===== src/rtl/s2m_pkg.sv =====
package s2m_pkg;
    typedef enum logic [1:0] {
        CH_IDLE = 2'd0,
        CH_RUN  = 2'd1,
        CH_DONE = 2'd2
    } ch_state_t;
endpackage


===== src/rtl/s2m_beat_size.sv =====
// Clips the keep lanes of one beat to the bytes still owed and counts them.
module s2m_beat_size #(
    parameter int BPB   = 4,
    parameter int LEN_W = 32,
    localparam int CNT_W = $clog2(BPB + 1)
) (
    input  logic [BPB-1:0]   keep,
    input  logic [LEN_W-1:0] remain,
    output logic [BPB-1:0]   strb,
    output logic [CNT_W-1:0] nbytes,
    output logic             fills
);
    for (genvar i = 0; i < BPB; i++) begin : g_lane
        assign strb[i] = keep[i] && (remain > LEN_W'(i));
    end

    always_comb begin
        nbytes = '0;
        for (int j = 0; j < BPB; j++) begin
            nbytes = nbytes + CNT_W'(strb[j]);
        end
    end

    assign fills = (LEN_W'(nbytes) == remain);
endmodule


===== src/rtl/s2m_ctrl.sv =====
// Channel sequencer: idle, running, done-and-waiting-for-clear.
module s2m_ctrl
    import s2m_pkg::*;
(
    input  logic      clk,
    input  logic      rst_n,
    input  logic      start,
    input  logic      len_nz,
    input  logic      fin,
    input  logic      clear,
    output logic      go,
    output logic      running,
    output logic      done
);
    ch_state_t state, state_nx;

    always_ff @(posedge clk) begin
        if (!rst_n) begin
            state <= CH_IDLE;
        end else begin
            state <= state_nx;
        end
    end

    always_comb begin
        state_nx = state;
        unique case (state)
            CH_IDLE: if (start && len_nz) state_nx = CH_RUN;
            CH_RUN:  if (fin)             state_nx = CH_DONE;
            CH_DONE: if (clear)           state_nx = CH_IDLE;
            default:                      state_nx = CH_IDLE;
        endcase
    end

    always_comb begin
        go      = 1'b0;
        running = 1'b0;
        done    = 1'b0;
        unique case (state)
            CH_IDLE: go      = start && len_nz;
            CH_RUN:  running = 1'b1;
            CH_DONE: done    = 1'b1;
            default: ;
        endcase
    end
endmodule


===== src/rtl/s2m_track.sv =====
// Address, remaining/written byte counters and the descriptor status fields.
module s2m_track #(
    parameter int ADDR_W = 32,
    parameter int LEN_W  = 32,
    parameter int USER_W = 4,
    parameter int BPB    = 4,
    localparam int CNT_W = $clog2(BPB + 1)
) (
    input  logic              clk,
    input  logic              rst_n,
    input  logic              go,
    input  logic [ADDR_W-1:0] base,
    input  logic [LEN_W-1:0]  len,
    input  logic              ien_in,
    input  logic              beat,
    input  logic              fin,
    input  logic [CNT_W-1:0]  nbytes,
    input  logic              fills,
    input  logic              last,
    input  logic [USER_W-1:0] user,
    output logic [ADDR_W-1:0] addr,
    output logic [LEN_W-1:0]  remain,
    output logic              ien,
    output logic [LEN_W-1:0]  st_len,
    output logic [USER_W-1:0] st_user,
    output logic              st_early
);
    logic [LEN_W-1:0] written;
    logic [LEN_W-1:0] written_nx;

    assign written_nx = written + LEN_W'(nbytes);

    always_ff @(posedge clk) begin
        if (!rst_n) begin
            addr    <= '0;
            remain  <= '0;
            written <= '0;
            ien     <= 1'b0;
        end else if (go) begin
            addr    <= base;
            remain  <= len;
            written <= '0;
            ien     <= ien_in;
        end else if (beat) begin
            addr    <= addr + ADDR_W'(BPB);
            remain  <= remain - LEN_W'(nbytes);
            written <= written_nx;
        end
    end

    always_ff @(posedge clk) begin
        if (!rst_n) begin
            st_len   <= '0;
            st_user  <= '0;
            st_early <= 1'b0;
        end else if (fin) begin
            st_len   <= written_nx;
            st_user  <= user;
            st_early <= last && !fills;
        end
    end
endmodule


===== src/rtl/s2m_wb_channel.sv =====
module s2m_wb_channel #(
    parameter int ADDR_W = 32,
    parameter int DATA_W = 32,
    parameter int LEN_W  = 32,
    parameter int USER_W = 4,
    localparam int BPB   = DATA_W / 8,
    localparam int CNT_W = $clog2(BPB + 1)
) (
    input  logic              clk,
    input  logic              rst_n,
    input  logic              cfg_start,
    input  logic [ADDR_W-1:0] cfg_addr,
    input  logic [LEN_W-1:0]  cfg_len,
    input  logic              cfg_irq_en,
    input  logic              wb_clear,
    input  logic              s_tvalid,
    output logic              s_tready,
    input  logic [DATA_W-1:0] s_tdata,
    input  logic [BPB-1:0]    s_tkeep,
    input  logic              s_tlast,
    input  logic [USER_W-1:0] s_tuser,
    output logic              m_wvalid,
    input  logic              m_wready,
    output logic [ADDR_W-1:0] m_waddr,
    output logic [DATA_W-1:0] m_wdata,
    output logic [BPB-1:0]    m_wstrb,
    output logic              wb_done,
    output logic [LEN_W-1:0]  wb_len,
    output logic [USER_W-1:0] wb_user,
    output logic              wb_early,
    output logic              irq
);
    logic             go, running, done;
    logic             beat, fin, fills;
    logic [CNT_W-1:0] nbytes;
    logic [LEN_W-1:0] remain;
    logic             ien;

    assign s_tready = running && m_wready;
    assign m_wvalid = running && s_tvalid;
    assign m_wdata  = s_tdata;
    assign beat     = s_tvalid && s_tready;
    assign fin      = beat && (s_tlast || fills);
    assign wb_done  = done;
    assign irq      = done && ien;

    s2m_beat_size #(.BPB(BPB), .LEN_W(LEN_W)) u_size (
        .keep   (s_tkeep),
        .remain (remain),
        .strb   (m_wstrb),
        .nbytes (nbytes),
        .fills  (fills)
    );

    s2m_ctrl u_ctrl (
        .clk     (clk),
        .rst_n   (rst_n),
        .start   (cfg_start),
        .len_nz  (cfg_len != '0),
        .fin     (fin),
        .clear   (wb_clear),
        .go      (go),
        .running (running),
        .done    (done)
    );

    s2m_track #(
        .ADDR_W(ADDR_W), .LEN_W(LEN_W), .USER_W(USER_W), .BPB(BPB)
    ) u_track (
        .clk      (clk),
        .rst_n    (rst_n),
        .go       (go),
        .base     (cfg_addr),
        .len      (cfg_len),
        .ien_in   (cfg_irq_en),
        .beat     (beat),
        .fin      (fin),
        .nbytes   (nbytes),
        .fills    (fills),
        .last     (s_tlast),
        .user     (s_tuser),
        .addr     (m_waddr),
        .remain   (remain),
        .ien      (ien),
        .st_len   (wb_len),
        .st_user  (wb_user),
        .st_early (wb_early)
    );
endmodule


===== config.mk =====
export PLATFORM = sky130hd
export DESIGN_NAME = s2m_wb_channel
export DESIGN_NICKNAME = d
export VERILOG_FILES = /design/src/rtl/s2m_pkg.sv /design/src/rtl/s2m_beat_size.sv /design/src/rtl/s2m_ctrl.sv /design/src/rtl/s2m_track.sv /design/src/rtl/s2m_wb_channel.sv
export SDC_FILE = /design/constraint.sdc
export NUM_CORES = 1
export LEC_CHECK = 0
export BUFFER_PORTS_ARGS = -buffer_cell sky130_fd_sc_hd__buf_2
export CAP_MARGIN = 10
export CORE_UTILIZATION = 56
export DETAILED_ROUTE_END_ITERATION = 16
export PLACE_DENSITY = 0.86
export SKIP_LAST_GASP = 1
export SLEW_MARGIN = 20
export SYNTH_ARGS = -nofsm -noshare
export SYNTH_HDL_FRONTEND = slang
export SYNTH_HIERARCHICAL = 1
export SYNTH_SLANG_ARGS = --single-unit

===== constraint.sdc =====
create_clock -name clk -period 10.96 [get_ports clk]
set_input_delay 2.192 -clock clk [delete_from_list [all_inputs] [get_ports clk]]
set_output_delay 2.192 -clock clk [all_outputs]
set_load 0.05 [all_outputs]

==> run_results.csv, run 1 <==
group,metric,value,unit
status,status,"completed",
global_route,grt_use_total,27.2,%
detailed_routing,drt-vias-per-instance,5.92,
layout,layout_common_cells,"buf_2, dfxtp_1, nor2_1",
clock_network,postCtsSetupBuffers,0,
detailed_routing,vias,6911,
detailed_routing,detail_route.first_pass.iterations,5,
sta,slew-limit-headroom,36.9,%
setup_path,reg2reg_setup_slack,6.09,ns
clock_network,clock_sinks,136,
synthesis,synth_nets,1011,
global_route,grt_pass1_vias,6112,
placement,hpwl,12.2,mm
sta,fmax,188,MHz
pwr,powerDensity,154,nW/µm²
floorplan,start_util,58.1,%
clock_network,cts-buffers-inserted,17,
sta,clock_skew,0.00668,ns
hold_path,min_path_cells,2,
hold_path,hold_path.startpoint,"u_track/st_len[29]",
synthesis,ys_types,61,
detailed_routing,ant_nets,0,
sta,rsz0062_at_grt,"false",
layout,final_common_cell,"buf_2",
sta,finalHoldViolations,0,
detailed_routing,met3WireLength,1.21,mm
global_route,antenna_found_initial,1,
sta,slew_viol_final,0,
synthesis,synth_edf_count,0,
sta,fin_crit,5.33,ns
clock_network,cts_buffer_depth,2,
synthesis,avgSynthCellArea,8.37,µm²
clock_network,root_buffer,"clkbuf_16",
run,cap_violations,0,
setup_path,crit_chain,"buf_2 > o41ai_1 > fa_1 > inv_1 > ha_1 > ha_1 > inv_1 > ha_1 > nor2b_1 > nand3_1 > or3_1 > or4_1 > a31oi_1",
setup_path,path_class,"in2reg",
global_route,grt_pass1_wl,29.1,mm
clock_network,clk_latency,0.42,ns
detailed_routing,wl_per_cell,15.9,µm
detailed_routing,finalWirelength,18.6,mm
detailed_routing,wl_met1,8.34,mm
sta,finalCritPeriodShare,48.6,%
hold_path,min_to,"u_track/st_len[29]",
floorplan,die_w,117,µm
layout,finalNetCount,1107,
detailed_routing,drt-initial-drc-count,670,
synthesis,synth-seq-cells,136,
floorplan,fp.dieH,117,µm
setup_path,crit_required,11.30,ns
synthesis,seq_area_frac_synth,36.7,%
clock_network,cts_resized,0,
clock_network,cts.clk_slew.worst_paths,0.05,ns
synthesis,async_flop_share,0,%
placement,port-buffer-count,156,
layout,area_growth_syn_to_layout,16.4,%
setup_path,slowest_stage,"or3_1",
placement,finalWeightedCongestion,0.820,
layout,final_core_util,67.6,%
hold_path,hold_path.class,"reg2reg",
setup_path,rr_endpoint,"u_track/remain[19]",
synthesis,yosysWarningCount,6,
sta,setup_viol,0,
detailed_routing,met2_wirelength,8.79,mm
setup_path,cp_top_family,"simple AND/OR/NAND/NOR gates",
setup_path,cp-start-kind,"input pin",
setup_path,path_max_fanout,11,
setup_path,cp_num_buf_inv,3,
setup_path,r2r_cells,14,
sta,fin_tns_setup,0,ns
floorplan,rows,41,
setup_path,critical-path-max-stage-delay,0.60,ns
setup_path,crit_top_cell,"ha_1",
synthesis,syn-instance-count,887,
sta,worst-slew-pin-transition,0.939,ns
clock_network,cts_tree,"built",
pwr,ir_drop,0.113,mV
floorplan,io_pins,221,
global_route,grt_max_degree,102,
layout,drive_gt1_share,22.2,%
setup_path,r2r-start,"u_track/remain[12]",
floorplan,dieArea,13700,µm²
pwr,leakage,3.38,nW
clock_network,hold_buffers,0,
floorplan,fp.coreArea,12800,µm²
detailed_routing,highest_layer,"met4",
synthesis,synth_flop_cell,"dfxtp_1",
detailed_routing,drc_errors,0,
global_route,grt_overflow,0,
setup_path,cp.arrival,5.67,ns
clock_network,htree_levels,4,
synthesis,synth_area,7420,µm²
setup_path,endpoint_kind,"register",
## sequential cells by signal, summed over array words and instances, names as in the netlist
signal            cells
u_ctrl/state          2
u_track/st_early      1
u_track/written      32
u_track/addr         32
u_track/st_len       32
u_track/remain       32
u_track/ien           1
u_track/st_user       4
## metal layers
layer | global-route usage, % | vias up
li1 | - | 3333
met1 | 34.2 | 3257
met2 | 46.0 | 292
met3 | 5.87 | 29
met4 | 9.70 | 0
met5 | 0 | -
## how the worst max path moves through the flow
| stage | from | endpoint | slack [ns] | depth (start not counted) |
|---|---|---|---|---|
| CTS | s_tkeep[0] | u_track/st_len[31] | 5.58 | 13 |
| detailed placement | s_tkeep[0] | u_track/st_len[31] | 5.13 | 13 |
| global placement | s_tkeep[0] | u_track/st_len[31] | 5.23 | 13 |
| global route | s_tkeep[1] | u_track/remain[23] | 5.45 | 13 |
| floorplan | s_tkeep[0] | u_track/remain[19] | 5.69 | 13 |
| finish | s_tkeep[1] | u_track/remain[19] | 5.63 | 13 |
## cells in the mapped netlist, types with 2 or more instances
library cell / count / area (µm²)
a211oi_1: 19 / 143
a21o_1: 2 / 15.0
a21oi_1: 58 / 290
a22o_1: 2 / 17.5
a22oi_1: 2 / 15.0
a311oi_1: 2 / 17.5
a31oi_1: 6 / 37.5
and2_1: 8 / 50.1
and2b_2: 2 / 17.5
and3_1: 14 / 87.6
and4_1: 5 / 43.8
buf_1: 6 / 22.5
buf_2: 5 / 25.0
buf_4: 32 / 240
clkbuf_1: 43 / 161
dfxtp_1: 136 / 2720
fa_1: 3 / 60.1
ha_1: 9 / 113
inv_1: 13 / 48.8
mux2i_1: 19 / 190
nand2_1: 39 / 146
nand2b_1: 4 / 25.0
nand3_1: 37 / 185
nand3b_1: 5 / 37.5
nand4_1: 48 / 300
nand4_2: 3 / 37.5
nand4b_1: 3 / 26.3
nor2_1: 93 / 349
nor2b_1: 3 / 18.8
nor3_1: 22 / 110
nor3_2: 2 / 20.0
nor4_1: 20 / 125
nor4_2: 5 / 62.6
o211a_1: 2 / 20.0
o21ai_0: 62 / 310
o22ai_1: 2 / 12.5
o31ai_1: 5 / 37.5
o41a_1: 3 / 33.8
o41ai_1: 3 / 26.3
or2_2: 4 / 25.0
or3_1: 4 / 25.0
or3_2: 2 / 15.0
or4_1: 6 / 45.0
xnor2_1: 39 / 342
xor2_1: 69 / 604
## stage by stage
step | power, mW | hold slack (ns) | setup WS, ns | instances | cell area (µm²)
3_5_place_dp | 0.759 | 0.448 | 5.13 | 1136 | 8030
2_1_floorplan | 0.734 | 0.452 | 5.69 | 887 | 7420
5_1_grt | 1.38 | 0.499 | 5.45 | 1168 | 8640
6_report | 1.33 | 0.456 | 5.63 | 1168 | 8640
3_3_place_gp | 0.754 | 0.435 | 5.23 | 1136 | 8030
4_1_cts | 1.34 | 0.461 | 5.58 | 1167 | 8630
## kinds of logic after synthesis
logic type | synth area share [%]
AO/OA/AOI/OAI | 13.9
XOR/XNOR | 12.7
adder cells (fa/ha/maj) | 2.33
buffers and inverters | 6.71
flip-flops | 36.7
multiplexers | 2.56
AND/OR/NAND/NOR | 25.1
## cell type report
cell class / count / area, µm²
Antenna cell: 1 / 2.50
Multi-Input combinational cell: 652 / 4220
Fill cell: 1036 / 4140
Timing Repair Buffer: 163 / 833
Sequential cell: 136 / 2720
Clock inverter: 8 / 120
Tap cell: 172 / 215
Clock buffer: 23 / 478
Inverter: 13 / 48.8
## worst register-to-register path: stages (launching register included)
cell and delay [ns]:
dfxtp_1 0.37, nor4_2 0.35, nand4_2 0.28, o41ai_1 0.53, fa_1 0.47, inv_1 0.07
ha_1 0.14, ha_1 0.20, inv_1 0.06, ha_1 0.19, nor2b_1 0.41, nand3_1 0.41
or3_1 0.60, or4_1 0.55, a31oi_1 0.17
## report_power, final
| group | switching [mW] | total [mW] | internal, mW | leakage, nW |
|---|---|---|---|---|
| Combinational | 0.134 | 0.204 | 0.0702 | 1.98 |
| Clock | 0.207 | 0.580 | 0.373 | 0.289 |
| Sequential | 0.0310 | 0.550 | 0.519 | 1.11 |
| Total | 0.372 | 1.33 | 0.962 | 3.38 |
Power figures use the tool's default switching activity.
==> run 2, diff against run 1 <==
--- a/config.mk
+++ b/config.mk
@@ -5,11 +5,12 @@
 export SDC_FILE = /design/constraint.sdc
 export NUM_CORES = 1
 export LEC_CHECK = 0
+export ABC_AREA = 1
 export BUFFER_PORTS_ARGS = -buffer_cell sky130_fd_sc_hd__buf_2
 export CAP_MARGIN = 10
-export CORE_UTILIZATION = 56
+export CORE_UTILIZATION = 55
 export DETAILED_ROUTE_END_ITERATION = 16
-export PLACE_DENSITY = 0.86
+export PLACE_DENSITY = 0.82
 export SKIP_LAST_GASP = 1
 export SLEW_MARGIN = 20
 export SYNTH_ARGS = -nofsm -noshare
==> constraint.sdc (replaced) <==
create_clock -name clk -period 5.3 [get_ports clk]
set_input_delay 1.06 -clock clk [delete_from_list [all_inputs] [get_ports clk]]
set_output_delay 1.06 -clock clk [all_outputs]
set_load 0.05 [all_outputs]
==> run 2 against run 1 <==
Clock-buffer cell count down 2. Highest routed layer is now met5. Cell count up 53%. Sequential power up 110%. Die area up 22%. Sequential share of layout area down 4.7 points. Core utilization down 3.6 points. Register-to-register slack worse by 4.7 ns. Sequential cell count unchanged. First-iteration DRC count up 4.6%. Non-clock buffer count unchanged.
==> run_results.csv, run 2 <==
group,metric,value,unit
synthesis,synth_nets,1576,
clock_network,clock_sinks,136,
synthesis,seq_area_frac_synth,30.6,%
detailed_routing,ant_nets,0,
pwr,powerDensity,283,nW/µm²
placement,post_dp_cell_area,9590,µm²
synthesis,synth-seq-cells,136,
setup_path,path_max_fanout,54,
layout,finalNonFillerCells,1784,
setup_path,path_class,"reg2reg",
detailed_routing,finalWirelength,25.0,mm
sta,worst-slew-pin-transition,0.928,ns
sta,fin_tns_setup,0,ns
hold_path,hold_path.class,"reg2reg",
layout,multi_input_area,5030,µm²
synthesis,syn-instance-count,1452,
sta,finalHoldViolations,0,
sta,fin_ws,1.37,ns
clock_network,cts_resized,0,
synthesis,yosysWarningCount,6,
placement,port-buffer-count,156,
setup_path,slowest_stage,"buf_4",
clock_network,hold_buffers,0,
setup_path,crit_required,5.67,ns
hold_path,min_path_cells,2,
floorplan,dieArea,16700,µm²
pwr,ir_drop,0.253,mV
layout,final_core_util,64.0,%
sta,finalCritPeriodShare,74.1,%
layout,design_area,10100,µm²
setup_path,crit_chain,"nor2_1 > nand2_1 > nor2_2 > nand3_1 > o21ai_1 > fa_1 > inv_1 > ha_1 > ha_1 > or2_0 > a21oi_1 > nand3_1 > nor2_1 > nor2_1 > nor2_4 > buf_4 > nor2_1 > nor2_1 > o21ai_0 > inv_1",
floorplan,fp.coreArea,15800,µm²
synthesis,ys_types,38,
layout,area_growth_syn_to_layout,13.9,%
detailed_routing,vias,9462,
run,cap_violations,0,
synthesis,synth_edf_count,0,
setup_path,r2r_cells,20,
placement,place_ws,1.09,ns
clock_network,root_buffer,"clkbuf_16",
synthesis,netlist.area_leader.share,30.6,%
global_route,grt_pass1_vias,8458,
synthesis,avgSynthCellArea,6.13,µm²
sta,slew-limit-headroom,38.2,%
floorplan,die_w,129,µm
clock_network,htree_levels,4,
sta,rsz0062_at_grt,"false",
setup_path,endpoint_kind,"register",
floorplan,io_pins,221,
clock_network,cts-buffers-inserted,17,
sta,clock_skew,0.00854,ns
layout,seq_area,2720,µm²
floorplan,fp.dieH,129,µm
detailed_routing,detail_route.first_pass.iterations,6,
layout,layout_common_cells,"nand2_1, nor2_1, inv_1",
global_route,antenna_found_initial,1,
global_route,grt_overflow,0,
placement,post-place-cells,1753,
clock_network,cts.clk_slew.worst_paths,0.06,ns
detailed_routing,drt-initial-drc-count,701,
detailed_routing,drt-vias-per-instance,5.30,
sta,fmax,255,MHz
layout,fillers,1515,
setup_path,cp-start-kind,"register",
global_route,grt_use_total,29.9,%
layout,final_common_cell,"nand2_1",
placement,finalWeightedCongestion,0.915,
setup_path,crit_top_cell,"nor2_1",
clock_network,clk_latency,0.43,ns
clock_network,cts_tree,"built",
synthesis,synth_area,8900,µm²
placement,hpwl,17.9,mm
status,status,"completed",
clock_network,cts_buffer_depth,2,
synthesis,synth_most_common_cell,"nand2_1",
synthesis,yosys-top-cells-count,"nand2_1, nor2_1, inv_1",
global_route,grt_pass1_wl,39.6,mm
clock_network,postCtsSetupBuffers,0,
synthesis,synth_flop_cell,"dfxtp_1",
synthesis,async_flop_share,0,%
layout,drive_gt1_share,15.9,%
pwr,leakage,4.79,nW
detailed_routing,drc_errors,0,
layout,diodes,0,
setup_path,critical-path-max-stage-delay,0.47,ns
sta,fin_crit,3.93,ns
detailed_routing,wl_per_cell,14.0,µm
floorplan,rows,46,
sta,setup_viol,0,
layout,finalNetCount,1680,
setup_path,cp.arrival,4.30,ns
floorplan,start_util,56.2,%
sta,slew_viol_final,0,
synthesis,synthTopCellsByArea,"dfxtp_1, nand2_1, nor2_1, inv_1, nand3_1",
synthesis,yosys.area.top_type,"dfxtp_1",
global_route,grt_max_degree,82,
==> run 2: worst paths after layout <==
path	from	end	slack (ns)
worst min register to register	u_track/written[0]	u_track/written[0]	0.47
worst max-delay path	u_track/remain[12]	u_track/st_len[8]	1.37
worst min-delay path	u_track/written[0]	u_track/written[0]	0.47
worst max register to register	u_track/remain[12]	u_track/st_len[8]	1.37
==> run 2: cell type report <==
class | instances | share of cell area, %
multi-input cells | 1043 | 49.6
flip-flops and latches | 136 | 26.9
repair buffers | 163 | 8.22
inverters | 195 | 7.22
clock buffers | 21 | 4.64
well taps | 216 | 2.67
clock inverters | 10 | 0.765
==> run 2: metal layers <==
metal	vias up	part of all wire [%]	global-route usage (%)
li1	4777	-	-
met1	4270	43	36.5
met2	364	48	51.6
met3	49	6.5	5.37
met4	2	2.7	13.1
met5	-	0.052	0
==> run 2: where the power goes <==
group | internal, mW | switching [mW] | total (mW)
clock network | 0.671 | 0.449 | 1.12
logic | 0.187 | 0.428 | 0.615
registers | 1.07 | 0.0599 | 1.13
total | 1.93 | 0.937 | 2.87
==> run 2: cell families (layout without fill, tap and decap cells) <==
group	count (synthesis)	after routing	synth area share [%]
XOR/XNOR	24	24	2.45
AND/OR/NAND/NOR	801	801	38.6
buffers and inverters	273	389	13.1
flip-flops	136	136	30.6
AO/OA/AOI/OAI	206	206	13.3
adder cells (fa/ha/maj)	12	12	1.94
==> run 2: through the flow <==
step	total power, mW	hold slack [ns]
after detailed placement	1.76	0.461
after global routing	2.99	0.487
after CTS	2.87	0.471
final	2.87	0.473
after global placement	1.74	0.454
after floorplan	1.65	0.445
==> run 2: critical path, delay by kind of cell, from the launching register on <==
kind,cells,cell delay (ns)
fa+ha+maj,3,0.93
simple gates,11,1.57
buf+inv,3,0.61
compound gates,3,0.40
flops,1,0.34
